`config.mk`:
```
export PLATFORM = sky130hd
export DESIGN_NAME = coh_snoop_ctrl
export DESIGN_NICKNAME = d
export VERILOG_FILES = /design/src/rtl/coh_pkg.sv /design/src/rtl/coh_tag_array.sv /design/src/rtl/coh_snoop_unit.sv /design/src/rtl/coh_req_fsm.sv /design/src/rtl/coh_snoop_ctrl.sv
export SDC_FILE = /design/constraint.sdc
export NUM_CORES = 1
export LEC_CHECK = 0
export CELL_PAD_IN_SITES_DETAIL_PLACEMENT = 0
export CELL_PAD_IN_SITES_GLOBAL_PLACEMENT = 1
export CORE_MARGIN = 3
export CORE_UTILIZATION = 59
export CTS_BUF_LIST = sky130_fd_sc_hd__clkbuf_4 sky130_fd_sc_hd__clkbuf_8
export DETAILED_ROUTE_END_ITERATION = 10
export DONT_BUFFER_PORTS = 1
export PLACE_DENSITY_LB_ADDON = 0.05
export SYNTH_ARGS = -nofsm -noshare
export SYNTH_HDL_FRONTEND = slang
export SYNTH_HIERARCHICAL = 1
export SYNTH_SLANG_ARGS = --single-unit
```
`constraint.sdc`:
```
create_clock -name clk -period 8.1 [get_ports clk]
set_input_delay 1.62 -clock clk [delete_from_list [all_inputs] [get_ports clk]]
set_output_delay 1.62 -clock clk [all_outputs]
set_load 0.01 [all_outputs]
```
`src/rtl/coh_pkg.sv`:
```
// Shared encodings for the snooping coherence controller.
// Assumes a {tag, index} line address and a single broadcast bus.
package coh_pkg;

    typedef enum logic [1:0] {
        LN_INV = 2'b00,
        LN_SHR = 2'b01,
        LN_EXC = 2'b10
    } line_st_t;

    typedef enum logic [1:0] {
        OP_RD = 2'b00,
        OP_WR = 2'b01,
        OP_EV = 2'b10
    } cpu_op_t;

    typedef enum logic [1:0] {
        BUS_NONE = 2'b00,
        BUS_RD   = 2'b01,
        BUS_INV  = 2'b10,
        BUS_WB   = 2'b11
    } bus_cmd_t;

endpackage

```
`src/rtl/coh_tag_array.sv`:
```
// Per-set coherence state and tag storage.
// Two combinational read ports (local, snoop) and two write ports.
// The snoop write port wins when both target the same set.
// Assumes SETS is a power of two.
module coh_tag_array
    import coh_pkg::*;
#(
    parameter int SETS  = 16,
    parameter int IDX_W = 4,
    parameter int TAG_W = 8
) (
    input  logic             clk,
    input  logic             rst_n,
    input  logic [IDX_W-1:0] ra_idx,
    output line_st_t         ra_st,
    output logic [TAG_W-1:0] ra_tag,
    input  logic [IDX_W-1:0] rb_idx,
    output line_st_t         rb_st,
    output logic [TAG_W-1:0] rb_tag,
    input  logic             ws_en,
    input  logic [IDX_W-1:0] ws_idx,
    input  line_st_t         ws_st,
    input  logic             wl_en,
    input  logic [IDX_W-1:0] wl_idx,
    input  line_st_t         wl_st,
    input  logic [TAG_W-1:0] wl_tag
);

    line_st_t         st_q  [SETS];
    logic [TAG_W-1:0] tag_q [SETS];

    // Read ports: plain indexed lookup.
    assign ra_st  = st_q[ra_idx];
    assign ra_tag = tag_q[ra_idx];
    assign rb_st  = st_q[rb_idx];
    assign rb_tag = tag_q[rb_idx];

    for (genvar s = 0; s < SETS; s++) begin : g_set
        // One set: snoop update first, then local update, reset to invalid.
        always_ff @(posedge clk) begin
            if (!rst_n) begin
                st_q[s]  <= LN_INV;
                tag_q[s] <= '0;
            end else if (ws_en && (ws_idx == IDX_W'(s))) begin
                st_q[s] <= ws_st;
            end else if (wl_en && (wl_idx == IDX_W'(s))) begin
                st_q[s]  <= wl_st;
                tag_q[s] <= wl_tag;
            end
        end
    end

endmodule

```
`src/rtl/coh_snoop_unit.sv`:
```
// Reacts to another cache's bus transaction against the addressed set.
// Bus read on exclusive: flush and downgrade. Bus write on any valid
// copy: invalidate, flushing if dirty. Write-backs are ignored.
module coh_snoop_unit
    import coh_pkg::*;
#(
    parameter int TAG_W = 8
) (
    input  logic             snp_valid,
    input  bus_cmd_t         snp_cmd,
    input  logic [TAG_W-1:0] snp_tag,
    input  line_st_t         ln_st,
    input  logic [TAG_W-1:0] ln_tag,
    output logic             flush,
    output logic             upd_en,
    output line_st_t         upd_st
);

    logic match;
    assign match = snp_valid && (ln_st != LN_INV) && (ln_tag == snp_tag);

    // Decide response and new state for the matching line.
    always_comb begin
        flush  = 1'b0;
        upd_en = 1'b0;
        upd_st = ln_st;
        if (match) begin
            unique case (snp_cmd)
                BUS_RD: begin
                    if (ln_st == LN_EXC) begin
                        flush  = 1'b1;
                        upd_en = 1'b1;
                        upd_st = LN_SHR;
                    end
                end
                BUS_INV: begin
                    flush  = (ln_st == LN_EXC);
                    upd_en = 1'b1;
                    upd_st = LN_INV;
                end
                default: ;
            endcase
        end
    end

endmodule

```
`src/rtl/coh_req_fsm.sv`:
```
// Local request sequencer: decides hit, upgrade, fill or victim
// write-back, requests the bus and applies the granted transition.
// Any snoop to the request's set defers the decision or withdraws a
// pending bus request, which is then re-derived from the new state.
// Assumes cpu_valid/cpu_op/cpu_addr hold steady until cpu_done.
module coh_req_fsm
    import coh_pkg::*;
#(
    parameter int ADDR_W = 12,
    parameter int IDX_W  = 4,
    parameter int TAG_W  = 8
) (
    input  logic              clk,
    input  logic              rst_n,
    input  logic              cpu_valid,
    input  logic [1:0]        cpu_op,
    input  logic [ADDR_W-1:0] cpu_addr,
    output logic              cpu_done,
    input  line_st_t          ln_st,
    input  logic [TAG_W-1:0]  ln_tag,
    input  logic              snp_valid,
    input  logic [IDX_W-1:0]  snp_idx,
    output logic              bus_req,
    output logic [1:0]        bus_cmd,
    output logic [ADDR_W-1:0] bus_addr,
    input  logic              bus_gnt,
    output logic              wl_en,
    output logic [IDX_W-1:0]  wl_idx,
    output line_st_t          wl_st,
    output logic [TAG_W-1:0]  wl_tag
);

    typedef enum logic [1:0] {F_IDLE, F_BUS, F_DONE} fsm_t;

    fsm_t              fsm_q, fsm_d;
    bus_cmd_t          cmd_q, cmd_d;
    logic [ADDR_W-1:0] addr_q, addr_d;

    logic [IDX_W-1:0] cpu_idx;
    logic [TAG_W-1:0] cpu_tag;
    logic             collide, hit, victim_dirty;

    assign cpu_idx      = cpu_addr[IDX_W-1:0];
    assign cpu_tag      = cpu_addr[ADDR_W-1:IDX_W];
    assign collide      = snp_valid && (snp_idx == cpu_idx);
    assign hit          = (ln_st != LN_INV) && (ln_tag == cpu_tag);
    assign victim_dirty = (ln_st == LN_EXC) && (ln_tag != cpu_tag);

    assign cpu_done = (fsm_q == F_DONE);
    assign bus_req  = (fsm_q == F_BUS);
    assign bus_cmd  = bus_req ? cmd_q : BUS_NONE;
    assign bus_addr = addr_q;

    // Next-state, pending transaction and local tag-array update.
    always_comb begin
        fsm_d  = fsm_q;
        cmd_d  = cmd_q;
        addr_d = addr_q;
        wl_en  = 1'b0;
        wl_idx = cpu_idx;
        wl_st  = LN_INV;
        wl_tag = cpu_tag;
        unique case (fsm_q)
            F_IDLE: begin
                if (cpu_valid && !collide) begin
                    unique case (cpu_op)
                        OP_RD: begin
                            if (hit) begin
                                fsm_d = F_DONE;
                            end else if (victim_dirty) begin
                                fsm_d  = F_BUS;
                                cmd_d  = BUS_WB;
                                addr_d = {ln_tag, cpu_idx};
                            end else begin
                                fsm_d  = F_BUS;
                                cmd_d  = BUS_RD;
                                addr_d = cpu_addr;
                            end
                        end
                        OP_WR: begin
                            if (hit && (ln_st == LN_EXC)) begin
                                fsm_d = F_DONE;
                            end else if (victim_dirty) begin
                                fsm_d  = F_BUS;
                                cmd_d  = BUS_WB;
                                addr_d = {ln_tag, cpu_idx};
                            end else begin
                                fsm_d  = F_BUS;
                                cmd_d  = BUS_INV;
                                addr_d = cpu_addr;
                            end
                        end
                        OP_EV: begin
                            if (hit && (ln_st == LN_EXC)) begin
                                fsm_d  = F_BUS;
                                cmd_d  = BUS_WB;
                                addr_d = cpu_addr;
                            end else begin
                                wl_en  = hit;
                                wl_tag = ln_tag;
                                fsm_d  = F_DONE;
                            end
                        end
                        default: fsm_d = F_DONE;
                    endcase
                end
            end
            F_BUS: begin
                if (bus_gnt) begin
                    wl_en  = 1'b1;
                    wl_idx = addr_q[IDX_W-1:0];
                    wl_tag = addr_q[ADDR_W-1:IDX_W];
                    unique case (cmd_q)
                        BUS_RD:  begin wl_st = LN_SHR; fsm_d = F_DONE; end
                        BUS_INV: begin wl_st = LN_EXC; fsm_d = F_DONE; end
                        default: begin wl_st = LN_INV; fsm_d = F_IDLE; end
                    endcase
                end else if (collide) begin
                    fsm_d = F_IDLE;
                end
            end
            default: fsm_d = F_IDLE;
        endcase
    end

    // State and pending-transaction registers.
    always_ff @(posedge clk) begin
        if (!rst_n) begin
            fsm_q  <= F_IDLE;
            cmd_q  <= BUS_NONE;
            addr_q <= '0;
        end else begin
            fsm_q  <= fsm_d;
            cmd_q  <= cmd_d;
            addr_q <= addr_d;
        end
    end

endmodule

```
`src/rtl/coh_snoop_ctrl.sv`:
```
// Top of the per-cache snooping write-invalidate controller.
// Joins the tag array, the snoop responder and the local sequencer.
// Assumes the bus never drives snp_valid and bus_gnt together and
// never presents this cache's own transactions on the snoop port.
module coh_snoop_ctrl
    import coh_pkg::*;
#(
    parameter int ADDR_W = 12,
    parameter int SETS   = 16
) (
    input  logic              clk,
    input  logic              rst_n,
    input  logic              cpu_valid,
    input  logic [1:0]        cpu_op,
    input  logic [ADDR_W-1:0] cpu_addr,
    output logic              cpu_done,
    output logic              bus_req,
    output logic [1:0]        bus_cmd,
    output logic [ADDR_W-1:0] bus_addr,
    input  logic              bus_gnt,
    input  logic              snp_valid,
    input  logic [1:0]        snp_cmd,
    input  logic [ADDR_W-1:0] snp_addr,
    output logic              snp_flush
);

    localparam int IDX_W = $clog2(SETS);
    localparam int TAG_W = ADDR_W - IDX_W;

    line_st_t         ra_st, rb_st, ws_st, wl_st;
    logic [TAG_W-1:0] ra_tag, rb_tag, wl_tag;
    logic             ws_en, wl_en;
    logic [IDX_W-1:0] wl_idx, snp_idx;

    assign snp_idx = snp_addr[IDX_W-1:0];

    coh_tag_array #(.SETS(SETS), .IDX_W(IDX_W), .TAG_W(TAG_W)) u_tags (
        .clk    (clk),
        .rst_n  (rst_n),
        .ra_idx (cpu_addr[IDX_W-1:0]),
        .ra_st  (ra_st),
        .ra_tag (ra_tag),
        .rb_idx (snp_idx),
        .rb_st  (rb_st),
        .rb_tag (rb_tag),
        .ws_en  (ws_en),
        .ws_idx (snp_idx),
        .ws_st  (ws_st),
        .wl_en  (wl_en),
        .wl_idx (wl_idx),
        .wl_st  (wl_st),
        .wl_tag (wl_tag)
    );

    coh_snoop_unit #(.TAG_W(TAG_W)) u_snoop (
        .snp_valid (snp_valid),
        .snp_cmd   (bus_cmd_t'(snp_cmd)),
        .snp_tag   (snp_addr[ADDR_W-1:IDX_W]),
        .ln_st     (rb_st),
        .ln_tag    (rb_tag),
        .flush     (snp_flush),
        .upd_en    (ws_en),
        .upd_st    (ws_st)
    );

    coh_req_fsm #(.ADDR_W(ADDR_W), .IDX_W(IDX_W), .TAG_W(TAG_W)) u_req (
        .clk       (clk),
        .rst_n     (rst_n),
        .cpu_valid (cpu_valid),
        .cpu_op    (cpu_op),
        .cpu_addr  (cpu_addr),
        .cpu_done  (cpu_done),
        .ln_st     (ra_st),
        .ln_tag    (ra_tag),
        .snp_valid (snp_valid),
        .snp_idx   (snp_idx),
        .bus_req   (bus_req),
        .bus_cmd   (bus_cmd),
        .bus_addr  (bus_addr),
        .bus_gnt   (bus_gnt),
        .wl_en     (wl_en),
        .wl_idx    (wl_idx),
        .wl_st     (wl_st),
        .wl_tag    (wl_tag)
    );

endmodule

```
; ---- After elaboration in Yosys (flattened, before gate mapping)
; Memory sizes are Yosys's and may differ from the RTL's.
; Index checks and enable logic that the tools add are counted.
[totals]
reg_bits = 16
ramBits = 160
in_bits = 33
output_inout_bits = 17
wordCells = 357
memories = 2
[op_classes]
n_eq_ne = 49
n_mux = 205
bitwise_logic = 48
n_reduce_logical = 50
[memory_table]
columns = name, words, word_bits, rd, rd_clocked_by_memory_dff, write_ports, line
row1 = u_tags.tag_q, 16, 8, 2, 0, 16, coh_tag_array.sv:30  ; logic [TAG_W-1:0] tag_q [SETS];
row2 = u_tags.st_q, 16, 2, 2, 0, 16, coh_tag_array.sv:29  ; line_st_t st_q [SETS];
[op_table]
columns = op, n
row1 = $mux W8, 20
row2 = $mux W1, 121
row3 = $mux W2, 48
row4 = $eq A4 B4 Y1 const B, 16
row5 = $mux W12, 4
row6 = $or A1 B1 Y1, 48
row7 = $logic_and A1 B1 Y1, 39
row8 = $pmux W12 S3, 1
row9 = $eq A4 B3 Y1 const B, 8
row10 = $eq A4 B2 Y1 const B, 4
row11 = $eq A8 B8 Y1, 2
row12 = $pmux W8 S2, 1
row13 = $eq A2 B2 Y1 const B, 6
row14 = $pmux W2 S2, 3
row15 = $pmux W2 S3, 2
row16 = $eq A2 B1 Y1 const B, 4
row17 = $eq A4 B1 Y1 const B, 2
row18 = $logic_not A4 Y1, 2
row19 = $mux W4, 2
row20 = $ne A8 B8 Y1, 1
row21 = $pmux W1 S2, 3
row22 = $reduce_and A6 Y1, 1
row23 = $eq A4 B4 Y1, 1
row24 = $logic_not A2 Y1, 2
row25 = other kinds (8), 11

; ---- Depth between registers and ports, before layout
; An unclocked memory read counts as a cell.
[logic_depth]
depth_word = 14
mapped_depth = 15
ltp_nobuf = 11

; ---- Hierarchy
; Netlist, hierarchy kept.
[by_module_without_submodules]
columns = module, instances, cells_each, area_each_um2, seq_area_each_um2
row1 = coh_tag_array, 1, 689, 9272.6, 4804.6
row2 = coh_req_fsm, 1, 169, 1455.1, 320.3
row3 = coh_snoop_unit, 1, 27, 190.2, 0.0

; ---- Worst setup path after synthesis
; Ideal clock, no wire load.
[synth_timing]
path_kind = input-to-reg
start = input port cpu_addr[0]
end = memory u_tags.tag_q[5][0] (enable)
setup_ns = 0.384
arrival_time_ns = 5.065
t_required_ns = 7.716
setup_slack_ns = 2.651
cell_stages = 15
path_buffers = 4
path_cell_list = clkbuf_1 > buf_2 > mux4_2 > a22oi_1 > nand2_1 > xnor2_1 > nand4_1 > nor2_1 > and2_1 > a32o_1 > buf_2 > and3b_1 > clkbuf_1 > o21ai_1 > o21ai_0
[synth_lines]
columns = element, line
row1 = "start, declared", coh_snoop_ctrl.sv:15  ; input logic [ADDR_W-1:0] cpu_addr,
row2 = "end, declared", coh_tag_array.sv:30

==> results.env <==
CTS.HTREE.LEVELS=4
SETUP-TNS-FINAL_NS=0
RSZ0062_AT_GRT='false'
YOSYS.CELL_COUNT.TOP_TYPE='edfxtp_1'
FINAL_LAYOUT_SIZE_SUFFIX_GT1_SHARE_PCT=17.9
TIGHTESTPINTRANSITION_NS=1.25
DIE_HEIGHT_UM=142
POSTROUTEANTENNANETS=0
TIMING.CRITICAL_PATH.ARRIVAL_NS=5.87
POST_CTS.RESIZED_INSTANCES=0
HOLD_START='u_req/cmd_q[1]'
NUMBER_OF_SEARCH_AND_REPAIR_ITERATIONS_IN_THE_FIRST_DETAILED_ROUTING_PASS=5
SYN2LAYOUT_AREA_GROWTH_PCT=3.85
FINAL.PERIOD_UTILIZATION_PCT=71.2
CTS_MADE_BUFFERS=17
ASYNCSETRESETFLOPFRACSYNTH_PCT=0
CLOCK_TREE.BUFFER_DEPTH=2
VIAS_PER_CELL=7.25
FIRST_GLOBAL_VIAS=7722
MAX-CAP-VIOLATIONS=0
CTS-HOLD-FIX-BUFFERS=0
DATA_REQUIRED_TIME_AT_THE_WORST_ENDPOINT_NS=8.20
EFFECTIVE_UTILIZATION_AT_FLOORPLAN_PCT=60.4
SYNTH_EDF_COUNT=160
POWER_LEAKAGE_nW=3.83
DIE_AREA_SQ_MM=0.0202
FINAL_CORE_UTILIZATION_PCT=62.7
POSTSYNTHNETCOUNT=926
NUMBER_OF_SETUP_BUFFERS_ADDED_AFTER_CTS=0
GRT_MAX_DEGREE=55
POWER.IR.VDD_WORST_uV=97.8
FINAL_SLEW_VIOLATIONS=0
NETLIST_TOP_CELLS_AREA='edfxtp_1 44%, mux4_2 17%, and2_1 5.7%, dfxtp_1 2.9%, a22oi_1 2.8%'
FINALHOLDVIOLCOUNT=0
TIMING.HOLD.WS_NS=0.573
FINCLKSKEW_NS=0.0216
CRITPATHMAXFANOUT=12
POST-ROUTE-MIN-PERIOD_NS=5.76
CLASS_OF_THE_TIGHTEST_HOLD_OR_REMOVAL_CHECK='flop to flop'
CRIT_START='cpu_addr[3]'
SYN-INSTANCE-COUNT=885
INSERTION_DELAY_NS=0.48
MAXSLEWHEADROOM_PCT=15.8
OVERFLOW=0
DETAILED_ROUTE_WL_MM=32.1
CTS.SINK_COUNT=176
SYNTHTOPCELLSBYCOUNT='160 x edfxtp_1, 100 x and2_1, 80 x mux4_2'
GRT_FIRST_PASS_WIRELENGTH_MM=48.1
YOSYS_REGISTER_BITS=176
FINAL_GP_CONGESTION=1.00
MAXCLOCKFREQUENCY_GHz=0.173
VIA_COUNT=7835
CRITICAL_PATH.ENDPOINT_TYPE='flop'
CTS.ROOT.BUFFER_CELL='clkbuf_8'
LAYOUT.FILLER_CELLS=1357
CTS_TREE='yes'
SYNTH_TOP_AREA_SHARE_PCT=44.0
SYN_AREA_PER_CELL_SQ_UM=12.3
SYNTH_TOP_FLOP_CELL='edfxtp_1'
GR-USAGE-ALL-LAYERS_PCT=32.3
STATUS='finished clean'
IO_PINS=50
CRITPATHKIND='input port to flop'
SYNTH_CELL_TYPES=64
TOTAL_OF_ENDPOINTS_WITH_NEGATIVE_SETUP_SLACK_IN_THE_FINAL_REPORT=0
SYNTH.CELL_AREA_SQ_MM=0.0109
LAYOUT.NETS=878
ROUTED_WIRE_LENGTH_PER_INSTANCE_UM=29.7
ROUTE.DETAILED.DRC=0
WORST_PATH_CLK_SLEW_NS=0.10
IO_BUFFER_COUNT=0
DESIGN.CORE.AREA_SQ_MM=0.0181
TIMING.CRITICAL_PATH.FROM_TYPE='input port'
ROW_COUNT=49
SYNTH_LARGEST_AREA_CELL='edfxtp_1'
YS_SEQ_AREA_SHARE_PCT=46.9
INITIALDRTVIOLATIONCOUNT=1086
POWER.DENSITY_mW_PER_MM2=171
TIMING.RR.START='u_tags/tag_q[11][5]'
GRT_ANTENNA_BEFORE_REPAIR=0
DIE_W_UM=142
DP_HPWL_MM=22.9
YOSYSWARNINGS=6
## stage by stage
| stage | setup WS, ns | power, mW | instances | cell area [sq um] |
|---|---|---|---|---|
| 2_1_floorplan | 2.65 | 1.28 | 885 | 10900 |
| 3_3_place_gp | 1.74 | 1.33 | 1047 | 10900 |
| 3_5_place_dp | 1.91 | 1.33 | 1047 | 10900 |
| 4_1_cts | 2.42 | 1.94 | 1079 | 11300 |
| 5_1_grt | 2.05 | 2.00 | 1079 | 11300 |
| 6_report | 2.34 | 1.94 | 1080 | 11300 |
## path summary, 6_finish.rpt
check	cells after the start	end	slack [ns]
setup / recovery	11	u_tags/tag_q[6][6]	2.34
hold / removal	2	u_req/cmd_q[1]	0.57
setup reg to reg	11	u_tags/tag_q[6][6]	3.27
hold reg to reg	2	u_req/cmd_q[1]	0.57
## metal layers
layer | wire [um] | global-route usage (%) | vias up
met5 | 0 | 0 | -
li1 | - | - | 3316
met2 | 15200 | 51.6 | 513
met4 | 928 | 9.90 | 0
met1 | 12200 | 44.0 | 3935
met3 | 3790 | 8.40 | 71
## cells by family after synthesis
family                     count (synthesis)  share of synthesized area [%]
DFF                                      176                           46.9
adders and majority gates                  8                          0.917
muxes                                    111                           19.4
buffers and inverters                     86                           3.27
AOI/OAI and AO/OA                        156                           12.0
xor gates and xnor gates                  20                           1.60
and+or+nand+nor                          328                           15.9
## state kept, by name, summed over array words and instances (netlist names)
register,cells
u_req/fsm_q,2
u_req/bus_addr,12
u_req/cmd_q,2
u_tags/tag_q,128
u_tags/st_q,32
## critical path, stage by stage
cell and delay (ns):
nor2b_1 0.69, a22oi_1 0.35, nand2_1 0.25, xnor2_1 0.15
nand4_1 0.21, nor2_1 0.22, and2_1 0.18, a32o_1 0.54
and3b_1 0.45, o21ai_1 0.30, o21ai_0 0.89
## final cells by class
| cell class | count | area (sq um) | area share [%] |
|---|---|---|---|
| clock inverter | 15 | 168 | 1.48 |
| tap | 229 | 287 | 2.53 |
| antenna | 1 | 2.50 | 0.0221 |
| timing repair buffer | 4 | 30.0 | 0.265 |
| clock buffer | 17 | 234 | 2.06 |
| inverter | 15 | 56.3 | 0.497 |
| multi-input combinational | 623 | 5440 | 47.9 |
| sequential | 176 | 5120 | 45.2 |
## where the power goes
group / switching, mW / internal (mW)
Clock: 0.383 / 0.234
Sequential: 0.0262 / 1.02
Combinational: 0.162 / 0.111
## cell usage in the layout, fill, tap and decap left out, types with 4 or more instances in the layout
cell / count
clkinv_8: 4
and2_1: 100
nor2_1: 72
mux2i_1: 27
a2111oi_4: 4
inv_1: 15
ha_1: 8
inv_8: 4
nand3_1: 35
o22ai_1: 6
o21ai_0: 16
a211oi_2: 11
o2111ai_1: 5
o21ai_1: 13
o31a_1: 8
mux4_2: 80
clkbuf_8: 17
nor3_1: 6
dfxtp_1: 16
nand4_1: 4
nand2_1: 66
a211o_1: 4
o2bb2ai_1: 7
mux2_2: 4
a21oi_1: 8
and3_1: 4
edfxtp_1: 160
and3b_1: 4
nand2b_1: 6
a22oi_1: 40
xnor2_1: 20
buf_4: 4
nor2b_1: 10
o22a_1: 8
a22o_1: 7
No activity file was read; power rests on OpenSTA's default activity.
